**src/rtl/ir_dec_pkg.sv**
```systemverilog
// Package: shared constants and types of the infrared frame decoder.
// Assumes a frame of two start bits, one toggle bit, 5 address and 6 command bits.
package ir_dec_pkg;

    localparam int ADDR_W    = 5;
    localparam int CMD_W     = 6;
    localparam int DATA_BITS = 1 + ADDR_W + CMD_W;

    // Sequencer states.
    typedef enum logic [2:0] {
        ST_GUARD = 3'd0,   // waiting for one bit period of idle-high line
        ST_ARMED = 3'd1,   // waiting for a falling edge
        ST_QUAL  = 3'd2,   // counting to the qualification vote
        ST_ALIGN = 3'd3,   // delay from vote to the dummy start-bit sample
        ST_DATA  = 3'd4    // one sample per bit period
    } seq_state_t;

    // Decoded fields of one frame.
    typedef struct packed {
        logic              toggle;
        logic [ADDR_W-1:0] addr;
        logic [CMD_W-1:0]  cmd;
    } frame_fields_t;

endpackage

```
**src/rtl/ir_tick_gen.sv**
```systemverilog
// Module: ir_tick_gen
// Produces a one-clock enable pulse every CLKS_PER_TICK clocks.
// Assumes CLKS_PER_TICK >= 2. The phase runs free from reset.
module ir_tick_gen #(
    parameter int CLKS_PER_TICK = 256
) (
    input  logic clk,
    input  logic rst_n,
    output logic tick_o
);

    localparam int DIV_W = $clog2(CLKS_PER_TICK);
    localparam logic [DIV_W-1:0] DIV_LAST = DIV_W'(CLKS_PER_TICK - 1);

    logic [DIV_W-1:0] div_q;
    logic             tick_q;

    // Divider counter wrapping at the tick period.
    always_ff @(posedge clk) begin
        if (!rst_n) begin
            div_q <= '0;
        end else if (div_q == DIV_LAST) begin
            div_q <= '0;
        end else begin
            div_q <= div_q + 1'b1;
        end
    end

    // Registered tick pulse on the last divider count.
    always_ff @(posedge clk) begin
        if (!rst_n) begin
            tick_q <= 1'b0;
        end else begin
            tick_q <= (div_q == DIV_LAST);
        end
    end

    assign tick_o = tick_q;

    // Ticks are isolated pulses, which keeps all tick-counted timing exact.
    p_tick_isolated_r5: assert property (@(posedge clk) disable iff (!rst_n)
        tick_q |=> !tick_q)
        else $error("tick pulse longer than one clock");

endmodule

```
**src/rtl/ir_line_sync.sv**
```systemverilog
// Module: ir_line_sync
// Brings the asynchronous receiver line into the clock domain and flags falling edges.
// Assumes the line idles high. The flops reset to high so that reset makes no false edge.
module ir_line_sync #(
    parameter int SYNC_STAGES = 2
) (
    input  logic clk,
    input  logic rst_n,
    input  logic line_async_i,
    output logic line_o,
    output logic fall_o
);

    logic [SYNC_STAGES-1:0] sync_q;
    logic                   last_q;

    // Synchroniser chain, shifting toward the top bit.
    generate
        if (SYNC_STAGES == 1) begin : g_one
            always_ff @(posedge clk) begin
                if (!rst_n) sync_q <= '1;
                else        sync_q <= line_async_i;
            end
        end else begin : g_chain
            always_ff @(posedge clk) begin
                if (!rst_n) sync_q <= '1;
                else        sync_q <= {sync_q[SYNC_STAGES-2:0], line_async_i};
            end
        end
    endgenerate

    // Delayed copy for edge detection.
    always_ff @(posedge clk) begin
        if (!rst_n) last_q <= 1'b1;
        else        last_q <= sync_q[SYNC_STAGES-1];
    end

    assign line_o = sync_q[SYNC_STAGES-1];
    assign fall_o = last_q & ~sync_q[SYNC_STAGES-1];

endmodule

```
**src/rtl/ir_frame_seq.sv**
```systemverilog
// Module: ir_frame_seq
// Sequencer of the decoder: guard time, start qualification, alignment and data sampling.
// Assumes a synchronised line and a one-clock tick.
// Assumes QUAL_TICKS >= 2, ALIGN_TICKS >= 2 and BIT_TICKS >= 2.
module ir_frame_seq
    import ir_dec_pkg::*;
#(
    parameter int BIT_TICKS   = 56,
    parameter int QUAL_TICKS  = 42,
    parameter int ALIGN_TICKS = 27
) (
    input  logic          clk,
    input  logic          rst_n,
    input  logic          tick_i,
    input  logic          line_i,
    input  logic          fall_i,
    output logic          valid_o,
    output frame_fields_t fields_o
);

    localparam int CNT_MAX0 = (QUAL_TICKS + 1 > BIT_TICKS) ? QUAL_TICKS + 1 : BIT_TICKS;
    localparam int CNT_MAX  = (CNT_MAX0 > ALIGN_TICKS) ? CNT_MAX0 : ALIGN_TICKS;
    localparam int CNT_W    = $clog2(CNT_MAX + 1);
    localparam int BCNT_W   = $clog2(DATA_BITS + 1);

    localparam logic [CNT_W-1:0]  T_BIT_LAST   = CNT_W'(BIT_TICKS - 1);
    localparam logic [CNT_W-1:0]  T_VOTE_A     = CNT_W'(QUAL_TICKS - 2);
    localparam logic [CNT_W-1:0]  T_VOTE_B     = CNT_W'(QUAL_TICKS - 1);
    localparam logic [CNT_W-1:0]  T_DECIDE     = CNT_W'(QUAL_TICKS);
    localparam logic [CNT_W-1:0]  T_ALIGN_LAST = CNT_W'(ALIGN_TICKS - 1);
    localparam logic [BCNT_W-1:0] B_LAST       = BCNT_W'(DATA_BITS - 1);

    seq_state_t           state_q;
    logic [CNT_W-1:0]     tcnt_q;
    logic [BCNT_W-1:0]    bcnt_q;
    logic [1:0]           votes_q;
    logic [DATA_BITS-2:0] shift_q;
    frame_fields_t        fields_q;
    logic                 valid_q;
    logic                 maj;
    logic                 bit_now;
    logic [DATA_BITS-1:0] word;

    // Majority of the two stored votes and the present line level.
    always_comb begin
        maj = (votes_q[1] & votes_q[0]) | (votes_q[1] & line_i) | (votes_q[0] & line_i);
    end

    // Bit value is the inverted second-half level; the word as it would stand after this sample.
    always_comb begin
        bit_now = ~line_i;
        word    = {shift_q, bit_now};
    end

    // Main sequencer: state, tick counter, votes, shift register and output latch.
    always_ff @(posedge clk) begin
        if (!rst_n) begin
            state_q  <= ST_GUARD;
            tcnt_q   <= '0;
            bcnt_q   <= '0;
            votes_q  <= '0;
            shift_q  <= '0;
            fields_q <= '0;
            valid_q  <= 1'b0;
        end else begin
            valid_q <= 1'b0;
            case (state_q)
                ST_GUARD: begin
                    if (!line_i) begin
                        tcnt_q <= '0;
                    end else if (tick_i) begin
                        if (tcnt_q == T_BIT_LAST) begin
                            state_q <= ST_ARMED;
                            tcnt_q  <= '0;
                        end else begin
                            tcnt_q <= tcnt_q + 1'b1;
                        end
                    end
                end
                ST_ARMED: begin
                    tcnt_q <= '0;
                    if (fall_i) begin
                        state_q <= ST_QUAL;
                    end
                end
                ST_QUAL: begin
                    if (tick_i) begin
                        tcnt_q <= tcnt_q + 1'b1;
                        if (tcnt_q == T_VOTE_A || tcnt_q == T_VOTE_B) begin
                            votes_q <= {votes_q[0], line_i};
                        end
                        if (tcnt_q == T_DECIDE) begin
                            if (maj) begin
                                state_q <= ST_ALIGN;
                                tcnt_q  <= CNT_W'(1);
                            end else begin
                                state_q <= ST_ARMED;
                                tcnt_q  <= '0;
                            end
                        end
                    end
                end
                ST_ALIGN: begin
                    if (tick_i) begin
                        if (tcnt_q == T_ALIGN_LAST) begin
                            state_q <= ST_DATA;   // this tick is the dummy start-bit sample
                            tcnt_q  <= '0;
                            bcnt_q  <= '0;
                        end else begin
                            tcnt_q <= tcnt_q + 1'b1;
                        end
                    end
                end
                ST_DATA: begin
                    if (tick_i) begin
                        if (tcnt_q == T_BIT_LAST) begin
                            tcnt_q  <= '0;
                            shift_q <= word[DATA_BITS-2:0];
                            bcnt_q  <= bcnt_q + 1'b1;
                            if (bcnt_q == B_LAST) begin
                                fields_q <= word;
                                valid_q  <= 1'b1;
                                state_q  <= ST_GUARD;
                            end
                        end else begin
                            tcnt_q <= tcnt_q + 1'b1;
                        end
                    end
                end
                default: begin
                    state_q <= ST_GUARD;
                    tcnt_q  <= '0;
                end
            endcase
        end
    end

    assign valid_o  = valid_q;
    assign fields_o = fields_q;

    // the strobe lasts one clock.
    p_valid_single_r4: assert property (@(posedge clk) disable iff (!rst_n)
        valid_q |=> !valid_q)
        else $error("valid wider than one clock");

    // the strobe only follows the data sampling phase.
    p_valid_after_data_r4: assert property (@(posedge clk) disable iff (!rst_n)
        valid_q |-> $past(state_q) == ST_DATA)
        else $error("valid outside data phase");

    // fields move only together with the strobe.
    p_fields_hold_r7: assert property (@(posedge clk) disable iff (!rst_n)
        !valid_q |-> $stable(fields_q))
        else $error("fields changed without valid");

    // qualification is entered only on a falling edge.
    p_qual_on_edge_r6: assert property (@(posedge clk) disable iff (!rst_n)
        (state_q == ST_QUAL && $past(state_q) != ST_QUAL) |-> $past(fall_i))
        else $error("qualification without falling edge");

    // leaving the guard needs a high line.
    p_guard_exit_high_r8: assert property (@(posedge clk) disable iff (!rst_n)
        (state_q == ST_ARMED && $past(state_q) == ST_GUARD) |-> $past(line_i))
        else $error("guard left on low line");

    // no more than the frame's data bits are sampled.
    p_bit_count_r5: assert property (@(posedge clk) disable iff (!rst_n)
        bcnt_q <= BCNT_W'(DATA_BITS))
        else $error("bit counter overran");

endmodule

```
**src/rtl/ir_frame_decoder.sv**
```systemverilog
// Module: ir_frame_decoder (top)
// Decodes RC5 frames from an active-low demodulated infrared line.
// Assumes one tick = CLKS_PER_TICK clocks; all frame timing is given in ticks.
module ir_frame_decoder #(
    parameter int CLKS_PER_TICK = 256,
    parameter int BIT_TICKS     = 56,
    parameter int QUAL_TICKS    = 42,
    parameter int ALIGN_TICKS   = 27,
    parameter int SYNC_STAGES   = 2
) (
    input  logic       clk,
    input  logic       rst_n,
    input  logic       ir_rx_n,
    output logic       frame_valid,
    output logic       frame_toggle,
    output logic [4:0] frame_addr,
    output logic [5:0] frame_cmd
);

    import ir_dec_pkg::*;

    logic          tick;
    logic          line_s;
    logic          fall_s;
    frame_fields_t fields;

    ir_tick_gen #(.CLKS_PER_TICK(CLKS_PER_TICK)) u_tick (
        .clk    (clk),
        .rst_n  (rst_n),
        .tick_o (tick)
    );

    ir_line_sync #(.SYNC_STAGES(SYNC_STAGES)) u_sync (
        .clk          (clk),
        .rst_n        (rst_n),
        .line_async_i (ir_rx_n),
        .line_o       (line_s),
        .fall_o       (fall_s)
    );

    ir_frame_seq #(
        .BIT_TICKS   (BIT_TICKS),
        .QUAL_TICKS  (QUAL_TICKS),
        .ALIGN_TICKS (ALIGN_TICKS)
    ) u_seq (
        .clk      (clk),
        .rst_n    (rst_n),
        .tick_i   (tick),
        .line_i   (line_s),
        .fall_i   (fall_s),
        .valid_o  (frame_valid),
        .fields_o (fields)
    );

    assign frame_toggle = fields.toggle;
    assign frame_addr   = fields.addr;
    assign frame_cmd    = fields.cmd;

endmodule

```
**config.mk**
```make
export PLATFORM = sky130hd
export DESIGN_NAME = ir_frame_decoder
export DESIGN_NICKNAME = d
export VERILOG_FILES = /design/src/rtl/ir_dec_pkg.sv /design/src/rtl/ir_tick_gen.sv /design/src/rtl/ir_line_sync.sv /design/src/rtl/ir_frame_seq.sv /design/src/rtl/ir_frame_decoder.sv
export SDC_FILE = /design/constraint.sdc
export NUM_CORES = 1
export LEC_CHECK = 0
export ABC_AREA = 1
export BUFFER_PORTS_ARGS = -buffer_cell sky130_fd_sc_hd__buf_2
export CORE_MARGIN = 2
export CORE_UTILIZATION = 60
export DETAILED_ROUTE_END_ITERATION = 10
export GPL_TIMING_DRIVEN = 0
export PLACE_DENSITY_LB_ADDON = 0.15
export SYNTH_ARGS = -nofsm -noshare
export SYNTH_HDL_FRONTEND = slang
export SYNTH_SLANG_ARGS = --single-unit
export TNS_END_PERCENT = 50
```
**constraint.sdc**
```tcl
create_clock -name clk -period 2.3 [get_ports clk]
set_input_delay 0.23 -clock clk [delete_from_list [all_inputs] [get_ports clk]]
set_output_delay 0.23 -clock clk [all_outputs]
set_load 0.05 [all_outputs]
```
Word level (Yosys, flattened, before mapping)
Cells that the tools add are included.

Flip-flop bits (word level): 51. Input port bits: 3. Output and inout bits: 13. Logic and storage cells: 85.

Add/subtract/negate cells: 3. Equal/unequal tests: 22. Multiplexer cells: 28. Bitwise logic cells: 8. Reduce and logical (&&, ||, !) cells: 11.

Operator list (count): two-way mux 6 bit (7); two-way mux 3 bit (11); == test 6 bit, second input constant (4); case mux 6 bit (4 select lines) (1); two-way mux 4 bit (4); case mux 3 bit (5 select lines) (1); != test 2 bit, second input constant (6); AND reduction 11 bit (1); != test 2 x 1 -> 1 bit, second input constant (5); adder 8 x 1 -> 8 bit, second input constant (1); == test 8 bit, second input constant (1); case mux 4 bit (2 select lines) (1); AND reduction 4 bit (2); adder 6 x 1 -> 6 bit, second input constant (1); == test 3 x 2 -> 1 bit, second input constant (2); == test 6 x 5 -> 1 bit, second input constant (1); AND reduction 3 bit (2); AND reduction 5 bit (1); adder 4 x 1 -> 4 bit, second input constant (1); bitwise AND 1 bit (4); == test 4 bit, second input constant (1); == test 3 x 1 -> 1 bit, second input constant (1); == test 3 bit, second input constant (1); zero test 3 bit (1); other kinds (8) (11).

Longest topological paths before layout
Gate-level depths: netlist (run 1).

Depth in word-level cells: 7. Gate-level depth with buffers: 11. Gate-level depth less buffers: 11.

Cells and area by module
From an unflattened synthesis (run 1), not the netlist that was laid out.

Cells, all modules: 369. Area total of the unflattened synthesis: 2561.2 um^2.

Modules (own cells, without submodules): ir_frame_seq (times used 1, cells each 304, area each 2064.5 um^2, sequential area each 780.7 um^2); ir_tick_gen (times used 1, cells each 54, area each 406.6 um^2, sequential area each 180.2 um^2); ir_line_sync (times used 1, cells each 11, area each 90.1 um^2, sequential area each 60.1 um^2).

Worst setup path before layout (run 1)
No wires, ideal clock.

Path type: flip-flop to flip-flop. Start: reg u_seq.tcnt_q[0]. End: reg u_seq.fields_q (netlist bit u_seq.fields_o[1]). Setup time: 0.114 ns. Arrival time: 1.436 ns. Data required time: 2.186 ns. Path slack: 0.750 ns. Stages on the path, launching flop included: 12. Path buffers: 1. Period minus slack after synthesis: 1.550 ns. Path through: dfxtp_1 ha_1 nand2_1 nor2_2 nand2_1 inv_2 nand3_4 clkinv_2 nand2_4 buf_6 nand3_1 nand2_1.

Word-level cells in the longest chain between the ends: 2.

Ends and longest elaborated chain: start, declared (line ir_frame_seq.sv:34) `logic [CNT_W-1:0] tcnt_q;`; start signal, assigned (line ir_frame_seq.sv:76) `tcnt_q <= tcnt_q + 1'b1;`; start signal, assigned (line ir_frame_seq.sv:88) `tcnt_q <= tcnt_q + 1'b1;`; start signal, assigned (line ir_frame_seq.sv:110) `tcnt_q <= tcnt_q + 1'b1;`; == test 6 bit (line ir_frame_seq.sv:116) `if (tcnt_q == T_BIT_LAST) begin`; AND reduction 4 bit (no line); end signal, assigned (line ir_frame_seq.sv:121) `fields_q <= word;`; end, declared (line ir_frame_seq.sv:38) `frame_fields_t fields_q;`.

No other way between the ends. A chain may end at the register's enable or synchronous reset.

Worst setup path after layout (run 1)
Start: reg u_seq.tcnt_q[0]. End: reg u_seq.shift_q[10].

Word-level cells in the longest chain between the ends: 2.

Ends and longest elaborated chain: == test 6 bit (line ir_frame_seq.sv:116); AND reduction 3 bit (no line); end signal, assigned (line ir_frame_seq.sv:118) `shift_q <= word[DATA_BITS-2:0];`; end, declared (line ir_frame_seq.sv:37) `logic [DATA_BITS-2:0] shift_q;`.

No other way between the ends.

==> results of run 1 <==
layout make-up:
type | count | area [sq um]
fillers | 350 | 1290
multi-input cells | 241 | 1190
flip-flops and latches | 51 | 1020
inverters | 43 | 163
clock buffers | 6 | 82.6
repair buffers | 14 | 70.1
well taps | 50 | 62.6
plain buffers | 8 | 42.5
clock inverters | 2 | 13.8
per-stage QoR:
stage | cell area (sq um) | total power [mW] | cells | util, % | hold slack (ns)
6_report | 2650 | 1.48 | 415 | 67.2 | 0.105
5_1_grt | 2650 | 1.54 | 415 | 67.2 | 0.0960
4_1_cts | 2650 | 1.49 | 415 | 67.2 | 0.100
3_5_place_dp | 2550 | 0.955 | 407 | 64.8 | 0.400
3_3_place_gp | 2550 | 0.954 | 407 | 64.8 | 0.395
2_1_floorplan | 2420 | 0.944 | 343 | - | 0.337
critical path: stages (launching register included):
cell      delay [ns]
dfxtp_1         0.51
ha_1            0.29
nand2_1         0.09
nor2_2          0.11
nand2_1         0.09
inv_2           0.09
nand3_4         0.09
clkbuf_1        0.23
o21ai_0         0.21
nor2_1          0.06
path summary, 6_finish.rpt:
| kind | from | slack, ns | end | cells after the start |
|---|---|---|---|---|
| worst max-delay path | u_seq.tcnt_q[0]$_SDFFE_PN0P_ | 0.42 | u_seq.shift_q[10]$_SDFFE_PN0P_ | 9 |
| worst min-delay path | ir_rx_n | 0.10 | u_sync.sync_q[0]$_SDFF_PN1_ | 2 |
| worst max register to register | u_seq.tcnt_q[0]$_SDFFE_PN0P_ | 0.42 | u_seq.shift_q[10]$_SDFFE_PN0P_ | 9 |
| worst min register to register | u_sync.sync_q[0]$_SDFF_PN1_ | 0.43 | u_sync.sync_q[1]$_SDFF_PN1_ | 1 |
cells in the final DEF (no fill, tap or decap), drive strengths merged:
cell / count
nor3: 6
or2: 2
nand4: 5
xnor2: 1
nor3b: 2
nor2: 54
xor2: 1
clkinv: 2
nand3: 37
a21oi: 13
o21bai: 1
a211oi: 1
ha: 6
inv: 43
dfxtp: 51
clkbuf: 10
nand2: 87
a31oi: 2
o21ai: 23
buf: 18
cells by family after synthesis:
group	after synthesis
and+or+nand+nor	193
AOI/OAI and AO/OA	40
buffers and inverters	51
xor gates and xnor gates	2
DFF	51
adders and majority gates	6
flip-flops by register name, indices dropped and copies added (netlist names):
signal / count
u_sync.last_q: 1
u_tick.tick_o: 1
u_seq.tcnt_q: 6
u_sync.sync_q: 2
u_seq.fields_o: 12
u_seq.state_q: 3
u_seq.valid_o: 1
u_seq.shift_q: 11
u_seq.votes_q: 2
u_seq.bcnt_q: 4
u_tick.div_q: 8
report_power, final:
group	internal (mW)	switching (mW)	leakage [nW]
clock	0.246	0.298	0.0516
combinational	0.0130	0.0289	0.774
sequential	0.889	0.00397	0.412
per-layer routing:
layer	GRT usage (%)	vias to the layer above	part of all wire, %
met1	33.3	936	50
li1	-	1134	-
met2	34.6	52	43
met4	8.16	0	2.3
met5	0	-	0
met3	5.17	12	4.9
==> impl_results.md, run 1 <==
* Status: finished clean
* Slew Limit Fails at 0
* CTS Hold Bufs at 0
* Synth unique cells at 33
* Syn_area_per_cell at 7.06 sq um
* EDFF count, synth at 0
* CTS tree: built
* Final setup margin at approximately 0.42 ns
* Routed wire per std cell at 11.5 microns
* Vias per cell at just over 5
* Place WS at 0.461 ns
* Top-count cell post-synth: nand2_1
* CP Capture Type: flip-flop
* Mux cell area share after synthesis at 0%
* Peak Freq at 533 MHz
* Synth top area share at 42.2%
* Synth warn at 0
* Yosys reg bits at 51
* Setup TNS Final at 0 ns
* Worst setup path class: flip-flop to flip-flop
* Layout cells sized above 1 at between 10 and 15%
* RSZ-0062 raised after global routing: no
* Final ANT Viol Nets at 0
* Synth Cell Area at around 2400 sq um
* Vias in the first global route at approximately 1,900
* Worst-Margin Slew at a little under 0.5 ns
* Chip height at 67.5 microns
* Core area at 3940 sq um
* Clk buf depth at 2
* Clk slew on worst S/H paths at 0.09 ns
* Critical Path RT at 2.50 ns
* Die Area at 4560 sq um
* Clk Latency, worst-skew pair at roughly 0.30 ns
* Num CTS Buffers at 5
* DRT iter0 DRCs at 175
* Largest cells by area after synthesis: dfxtp_1, nand2_1, nor2_1, nand3_1, inv_1
* Initial core utilization at approximately three fifths
* Die W at 67.5 microns
* Sequential area share after synthesis at 42.2%
* Rows at 23
* Main flop type after synthesis: dfxtp_1
* Total wire length at 4.77 mm
* I/O pins at 16
* First-pass GRT wire length at 8.12 mm
* Lkg Pwr at 1.24 nW
* Crit start category: flip-flop
* Layout Area Growth over Synthesis at 9.46%
* Largest family of logic cells by synthesized area: simple AND/OR/NAND/NOR gates
* Final hold violations at 0
* Area leader, netlist: dfxtp_1
* Post CTS Setup Buffer Count at 0
* Synth top cells by count: nand2_1, dfxtp_1, nor2_1
* Complex-gate fraction of the synthesized area at 9.66%
* MaxCap Viol Count at 0
* Pre-antenna DRT Iters at 4
* Rel. slew slack at between 60 and 70%
* Final Setup Violations at 0
* Clock Sinks at between 50 and 60
* Largest net degree at the start of global routing at 17
* Inserted Diodes at 0
* Fin crit period at 1.88 ns
* Async set-reset flop share out of synthesis at 0%
* Final period util at just over 80%
* Synth Net Count at roughly 350
* Simple-Gate Fraction of Synth Area at between 30% and 40%
* Antenna violations before repair at 0
* Mapped Cells at ~340
* Synth Area in Adders at 3.10%
* GRT Total Usage at 23.3%
* IO buf count at 14
* Worst Hold Class: primary input to flip-flop
* Layout Nets at 373
* Power per Cell Area at 558 nW/um^2
* Gr ovfl total at 0
* Vias at about 2,100
* Arrival time at the worst endpoint at 2.07 ns
* Post-CTS Resized at 0
* Synth Area in XOR/XNOR at less than 1%
* Root buffer cell: clkbuf_8
* RD Place Congestion at 0.928
* H-tree Lvls at 2
* Worst Skew at 0.00834 ns
* DRC viols at 0
* Post-detail-place hpwl at 3.46 mm
* Worst IR Drop VDD at 0.000416 V
* Critical-path maximum fanout at 10
Note: power is estimated with default switching activity, not from simulation.
==> run 2, diff against run 1 <==
--- a/config.mk
+++ b/config.mk
@@ -8,7 +8,7 @@
 export ABC_AREA = 1
 export BUFFER_PORTS_ARGS = -buffer_cell sky130_fd_sc_hd__buf_2
 export CORE_MARGIN = 2
-export CORE_UTILIZATION = 60
+export CORE_UTILIZATION = 54
 export DETAILED_ROUTE_END_ITERATION = 10
 export GPL_TIMING_DRIVEN = 0
 export PLACE_DENSITY_LB_ADDON = 0.15
==> constraint.sdc (replaced) <==
create_clock -name clk -period 1.5 [get_ports clk]
set_input_delay 0.15 -clock clk [delete_from_list [all_inputs] [get_ports clk]]
set_output_delay 0.15 -clock clk [all_outputs]
set_load 0.05 [all_outputs]
==> impl_results.md, run 2 (synthesis gave the netlist of run 1 again) <==
* Gr ovfl total at 0
* Critical-path maximum fanout at 7
* RSZ-0062 raised after global routing: yes
* Clock Sinks at about 50
* CP Capture Type: flip-flop
* DRC viols at 0
* Worst setup path start: u_seq.tcnt_q[0]$_SDFFE_PN0P_
* Setup slack, reg-to-reg at 0.004 ns
* Pre-antenna DRT Iters at 4
* Layout Area Growth over Synthesis at 21.4%
* Worst-Margin Slew at 0.592 ns
* Vias in the first global route at 2,038
* Placed insts at 409
* Fin crit period at around 1.5 ns
* Power per Cell Area at 751 nW/um^2
* Worst setup path class: flip-flop to flip-flop
* Die W at 71.0 microns
* Critical Path RT at 1.71 ns
* Crit path to: u_seq.fields_o[3]$_SDFFE_PN0P_
* Final setup margin at 0.00424 ns
* Most common cell after layout, fill and taps aside: nand2_1
* Antenna violations before repair at 0
* Post-detail-place hpwl at 3.63 mm
* Hold slack at 0.0232 ns
* Worst path slowest cell: dfxtp_4
* Initial core utilization at a little under three fifths
* Non-filler cells, final at 431
* First-pass GRT wire length at a little under 9 mm
* Vias per cell at 5.19
* GRT Total Usage at about 22%
* RD Place Congestion at 0.924
* Total wire length at ~5.4 mm
* MaxCap Viol Count at 0
* I/O pins at 16
* DRT iter0 DRCs at 176
* Rows at 24
* Place WS at -0.192 ns
* Lkg Pwr at 1.31 nW
* Worst path cell trace: ha_4 > nand2_4 > nor2_4 > nand2_2 > inv_2 > nand3_4 > clkinv_4 > nand2_8 > buf_8 > nand3_2 > nand2_1
* Rel. slew slack at 60.5%
* Worst IR Drop VDD at 0.000749 V
* Final Setup Violations at 0
* Final period util at 99.7%
* Slowest stage delay, CP at 0.40 ns
* Largest net degree at the start of global routing at 16
* Slew Limit Fails at 0
* Worst r2r path cells at 11
* Layout cells sized above 1 at 24.5%
* IO buf count at 14
* Most frequent cells in the layout: nand2_1, nor2_1, dfxtp_1
* Vias at 2,238
* Clk buf depth at 2
* Chip height at 71.0 microns
* Arrival time at the worst endpoint at 1.70 ns
* RR Endpoint: u_seq.fields_o[3]$_SDFFE_PN0P_
* Worst Hold Class: primary input to flip-flop
* Status: finished clean
* Tot Pwr at 2.21 mW
* Peak Freq at about 670 MHz
* Worst Skew at 0.0130 ns
* Die Area at 5040 sq um
* Critical R2R Launch: u_seq.tcnt_q[0]$_SDFFE_PN0P_
* Crit start category: flip-flop
* Layout Nets at 387
* Final hold violations at 0
* CTS tree: built
* Clk slew on worst S/H paths at 0.09 ns
* Max reg flops at 12
* Inserted Diodes at 0
* Routed wire per std cell at 12.5 microns
* H-tree Lvls at 2
* Clk Latency, worst-skew pair at 0.31 ns
* Core area at 4320 sq um
* Root buffer cell: clkbuf_8
* Num CTS Buffers at 5
* Final ANT Viol Nets at 0
run 2: cell count changes in the layout (fill, tap and decap cells not counted), moves of 3 or more:
cell     delta
nand3_1    -12
buf_4      +11
nand3_2    +11
dfxtp_1     -6
o21ai_0     -6
o21ai_1     +6
inv_1       -5
nand2_1     -5
dfxtp_2     +4
ha_1        -3
inv_2       +3
nand2_2     +3
run 2: metrics by stage:
stage | utilization, % | area (sq um) | TNS [ns]
floorplan | - | 2420 | 0
global placement | 59.2 | 2560 | -3.67
detailed placement | 59.2 | 2560 | -4.66
CTS | 65.6 | 2840 | -0.112
global route | 68.0 | 2940 | -2.30
finish | 68.0 | 2940 | 0
run 2: layer usage:
layer | vias up | GRT usage (%) | share of wire [%]
met5 | - | 0 | 0
met4 | 0 | 7.55 | 0.78
met3 | 4 | 3.85 | 4.5
met2 | 57 | 36.3 | 48
met1 | 1018 | 28.5 | 46
li1 | 1159 | - | -
run 2: how the worst min path moves through the flow:
stage	start	to	slack, ns	cells past startpoint
final	ir_rx_n	u_sync.sync_q[0]$_SDFF_PN1_	0.02	2
after global routing	ir_rx_n	u_sync.sync_q[0]$_SDFF_PN1_	0.04	2
after CTS	ir_rx_n	u_sync.sync_q[0]$_SDFF_PN1_	0.02	2
after detailed placement	ir_rx_n	u_sync.sync_q[0]$_SDFF_PN1_	0.34	2
after global placement	ir_rx_n	u_sync.sync_q[0]$_SDFF_PN1_	0.34	2
after floorplan	ir_rx_n	u_sync.sync_q[0]$_SDFF_PN1_	0.26	1
run 2: area by class of cell:
type	count	area, sq um
plain buffers	8	50.0
clock buffers	6	72.6
clock inverters	2	12.5
fillers	375	1390
inverters	43	171
multi-input cells	241	1350
flip-flops and latches	51	1030
well taps	52	65.1
repair buffers	27	175
repair inverters	1	7.51
run 2: report_power, final:
part | switching, mW | internal, mW
combinational | 0.0494 | 0.0211
clock | 0.445 | 0.327
sequential | 0.00595 | 1.36
total | 0.500 | 1.71
run 2: worst max-delay path, delay by kind of cell, from the launching register on:
| family | cells | cell delay, ns |
|---|---|---|
| and+or+nand+nor | 7 | 0.50 |
| adders and majority gates | 1 | 0.15 |
| buffers and inverters | 3 | 0.34 |
| DFF | 1 | 0.40 |
run 2: what timing repair did:
item                       in CTS  in global routing
pin swaps                      14                 12
setup buffers                   8                  4
gates resized for setup        31                 28
cloned                          2                  0
hold buffers                    0                  0
setup endpoints to repair      34                 43
==> run 3, diff against run 2 <==
--- a/config.mk
+++ b/config.mk
@@ -5,10 +5,10 @@
 export SDC_FILE = /design/constraint.sdc
 export NUM_CORES = 1
 export LEC_CHECK = 0
-export ABC_AREA = 1
 export BUFFER_PORTS_ARGS = -buffer_cell sky130_fd_sc_hd__buf_2
+export CAP_MARGIN = 20
 export CORE_MARGIN = 2
-export CORE_UTILIZATION = 54
+export CORE_UTILIZATION = 53
 export DETAILED_ROUTE_END_ITERATION = 10
 export GPL_TIMING_DRIVEN = 0
 export PLACE_DENSITY_LB_ADDON = 0.15
==> impl_results.md, run 3 <==
* Worst IR Drop VDD at 0.000697 V
* Slew Limit Fails at 0
* Total wire length at 5.25 mm
* DRT iter0 DRCs at 94
* Critical Path RT at 1.73 ns
* Final Util at 72.8%
* Critical R2R Launch: u_seq.bcnt_q[1]$_SDFFE_PN0P_
* DRC viols at 0
* Post-detail-place hpwl at around 3.1 mm
* Power per Cell Area at a little over 1000 nW/um^2
* Arrival time at the worst endpoint at 2.13 ns
* Pre-antenna DRT Iters at 4
* Layout cells sized above 1 at 31.4%
* CP Capture Type: flip-flop
* Die W at 69.0 microns
* Mapped Cells at about 260
* Syn_area_per_cell at 8.72 sq um
* Worst r2r path cells at 6
* Failing checks: setup timing
* Clk buf depth at 2
* Top-count cell post-synth: dfxtp_1
* IO buf count at 14
* Initial core utilization at 55.7%
* Inserted Diodes at 0
* Vias at 1,965
* Worst path slowest cell: or4_4
* Setup slack, reg-to-reg at -0.40 ns
* Die Area at 4770 sq um
* Largest cells by area after synthesis: dfxtp_1, mux2i_1, nor2_1, nand2_1, a21oi_1
* Gr ovfl total at 0
* GRT Total Usage at 21.6%
* Status: finished with violations
* Crit path buffers/inverters at 0
* Worst hold stages at 2
* Synth unique cells at 47
* Async set-reset flop share out of synthesis at 0%
* Sequential cell area at 1040 sq um
* EDFF count, synth at 0
* Lkg Pwr at ~1.1 nW
* Synth top area share at between 40% and 50%
* H-tree Lvls at 2
* Routed wire per std cell at 14.9 microns
* First-pass GRT wire length at 8.40 mm
* Fin crit period at 1.90 ns
* Rows at 23
* Area leader, netlist: dfxtp_1
* Critical-path maximum fanout at 4
* Vias in the first global route at 1,831
* Crit start category: flip-flop
* Placed insts at 321
* RD Place Congestion at 0.824
* Hold Path Origin: ir_rx_n
* Slowest stage delay, CP at 0.51 ns
* Clk slew on worst S/H paths at ~0.10 ns
* RR Endpoint: u_seq.state_q[0]$_SDFFE_PN0P_
* Vias per cell at between 5 and 6
* RSZ-0062 raised after global routing: yes
* Worst hold path endpoint: u_sync.sync_q[0]$_SDFF_PN1_
* Final ANT Viol Nets at 0
* Worst Skew at between 0.009 and 0.01 ns
* Most frequent cells in the layout: dfxtp_1, nand2_1, nor2_1
* CTS tree: built
* Layout Area Growth over Synthesis at 30.7%
* Setup TNS Final at -8.93 ns
* Root buffer cell: clkbuf_8
* Worst path cell trace: ha_2 > nand3b_1 > o311ai_4 > o31ai_4 > or4_4 > a21oi_2
* Sequential area share after synthesis at 45.5%
* Worst Hold Class: primary input to flip-flop
* Core area at 4030 sq um
* Hold slack at 0.0253 ns
* Synth Cell Area at 2240 sq um
* Synth warn at 0
* Largest net degree at the start of global routing at 17
* Worst setup path class: flip-flop to flip-flop
* Layout Nets at 311
* Most common cell after layout, fill and taps aside: dfxtp_1
* Synth Net Count at 266
* Main flop type after synthesis: dfxtp_1
* Fill cell count at 306
* Synth top cells by count: dfxtp_1, nor2_1, nand2_1
* Worst-Margin Slew at about 0.52 ns
* Clock Sinks at between 50 and 60
* Non-filler cells, final at 353
* I/O pins at 16
* Antenna violations before repair at 0
* Final setup margin at -0.399 ns
* Critical path's top delay family: simple AND/OR/NAND/NOR gates
* Num CTS Buffers at 5
* Max reg flops at 12
* Final Setup Violations at 39
* Rel. slew slack at 65.2%
* Peak Freq at 527 MHz
* Final hold violations at 0
* MaxCap Viol Count at 0
* Chip height at ~69 microns
* Footprint of the multi-input gates at 1260 sq um
* Final period util at 127%
* Clk Latency, worst-skew pair at 0.31 ns
* Yosys reg bits at around 50
==> run 3: cell count changes in the layout (fill, tap and decap cells not counted), moves of 11 or more <==
cell	previous run	this run
o21ai_0	14	3
mux2i_1	0	14
inv_1	33	5
nand2_1	79	33
buf_4	12	24
nand3_1	22	5
nand3_2	12	0
nor2_1	50	31
==> run 3: worst max path at each step <==
stage / from / endpoint / depth (start not counted)
floorplan: u_seq.state_q[0]$_SDFFE_PN0P_ / u_seq.state_q[0]$_SDFFE_PN0P_ / 6
global placement: u_seq.bcnt_q[1]$_SDFFE_PN0P_ / u_seq.bcnt_q[0]$_SDFFE_PN0P_ / 6
detailed placement: u_seq.bcnt_q[1]$_SDFFE_PN0P_ / u_seq.bcnt_q[0]$_SDFFE_PN0P_ / 6
CTS: u_seq.tcnt_q[4]$_SDFFE_PN0P_ / u_seq.state_q[0]$_SDFFE_PN0P_ / 5
global route: u_seq.bcnt_q[0]$_SDFFE_PN0P_ / u_seq.state_q[0]$_SDFFE_PN0P_ / 6
finish: u_seq.bcnt_q[1]$_SDFFE_PN0P_ / u_seq.state_q[0]$_SDFFE_PN0P_ / 6
==> run 3: final cells by class <==
class / instances / area share, %
Multi-Input combinational cell: 183 / 43.0
Sequential cell: 51 / 35.6
Timing Repair Buffer: 42 / 10.6
Buffer: 12 / 3.50
Clock buffer: 6 / 2.82
Tap cell: 50 / 2.13
Clock inverter: 2 / 1.32
Inverter: 7 / 0.982
==> run 3: layer usage <==
metal	track usage [%]	share of wire (%)	up-vias	wire length [microns]
met4	9.15	1.8	0	92
met2	35.4	49	43	2550
met1	28.0	46	937	2400
met3	3.80	3.9	9	205
met5	0	0	-	0
li1	-	-	976	-
==> run 3: cells by family (layout without fill, tap and decap cells) <==
group | after synthesis | in the layout | share of synthesized area, %
XOR/XNOR | 9 | 9 | 3.52
multiplexers | 15 | 15 | 6.70
flip-flops | 51 | 51 | 45.5
adder cells (fa/ha/maj) | 7 | 7 | 3.79
AO/OA/AOI/OAI | 49 | 49 | 14.5
buffers and inverters | 23 | 69 | 4.52
AND/OR/NAND/NOR | 103 | 103 | 21.4
==> run 3: per-stage QoR <==
stage / power (mW) / cell area, sq um / worst slack (ns)
finish: 2.98 / 2930 / -0.399
global route: 3.09 / 2930 / -0.437
CTS: 2.91 / 2810 / -0.447
detailed placement: 1.82 / 2420 / -0.480
global placement: 1.81 / 2420 / -0.471
floorplan: 1.74 / 2290 / -0.293
==> run 3: power by group <==
group          switching [mW]  internal, mW
combinational           0.287         0.236
clock                   0.465         0.549
sequential             0.0518          1.39
==> run 3: timing repair <==
item,4_1_cts,5_1_grt
hold buffers,0,0
pin swaps,13,12
gates cloned,1,0
buffers inserted,19,9
gates resized for setup,35,18
setup endpoints to repair,39,41
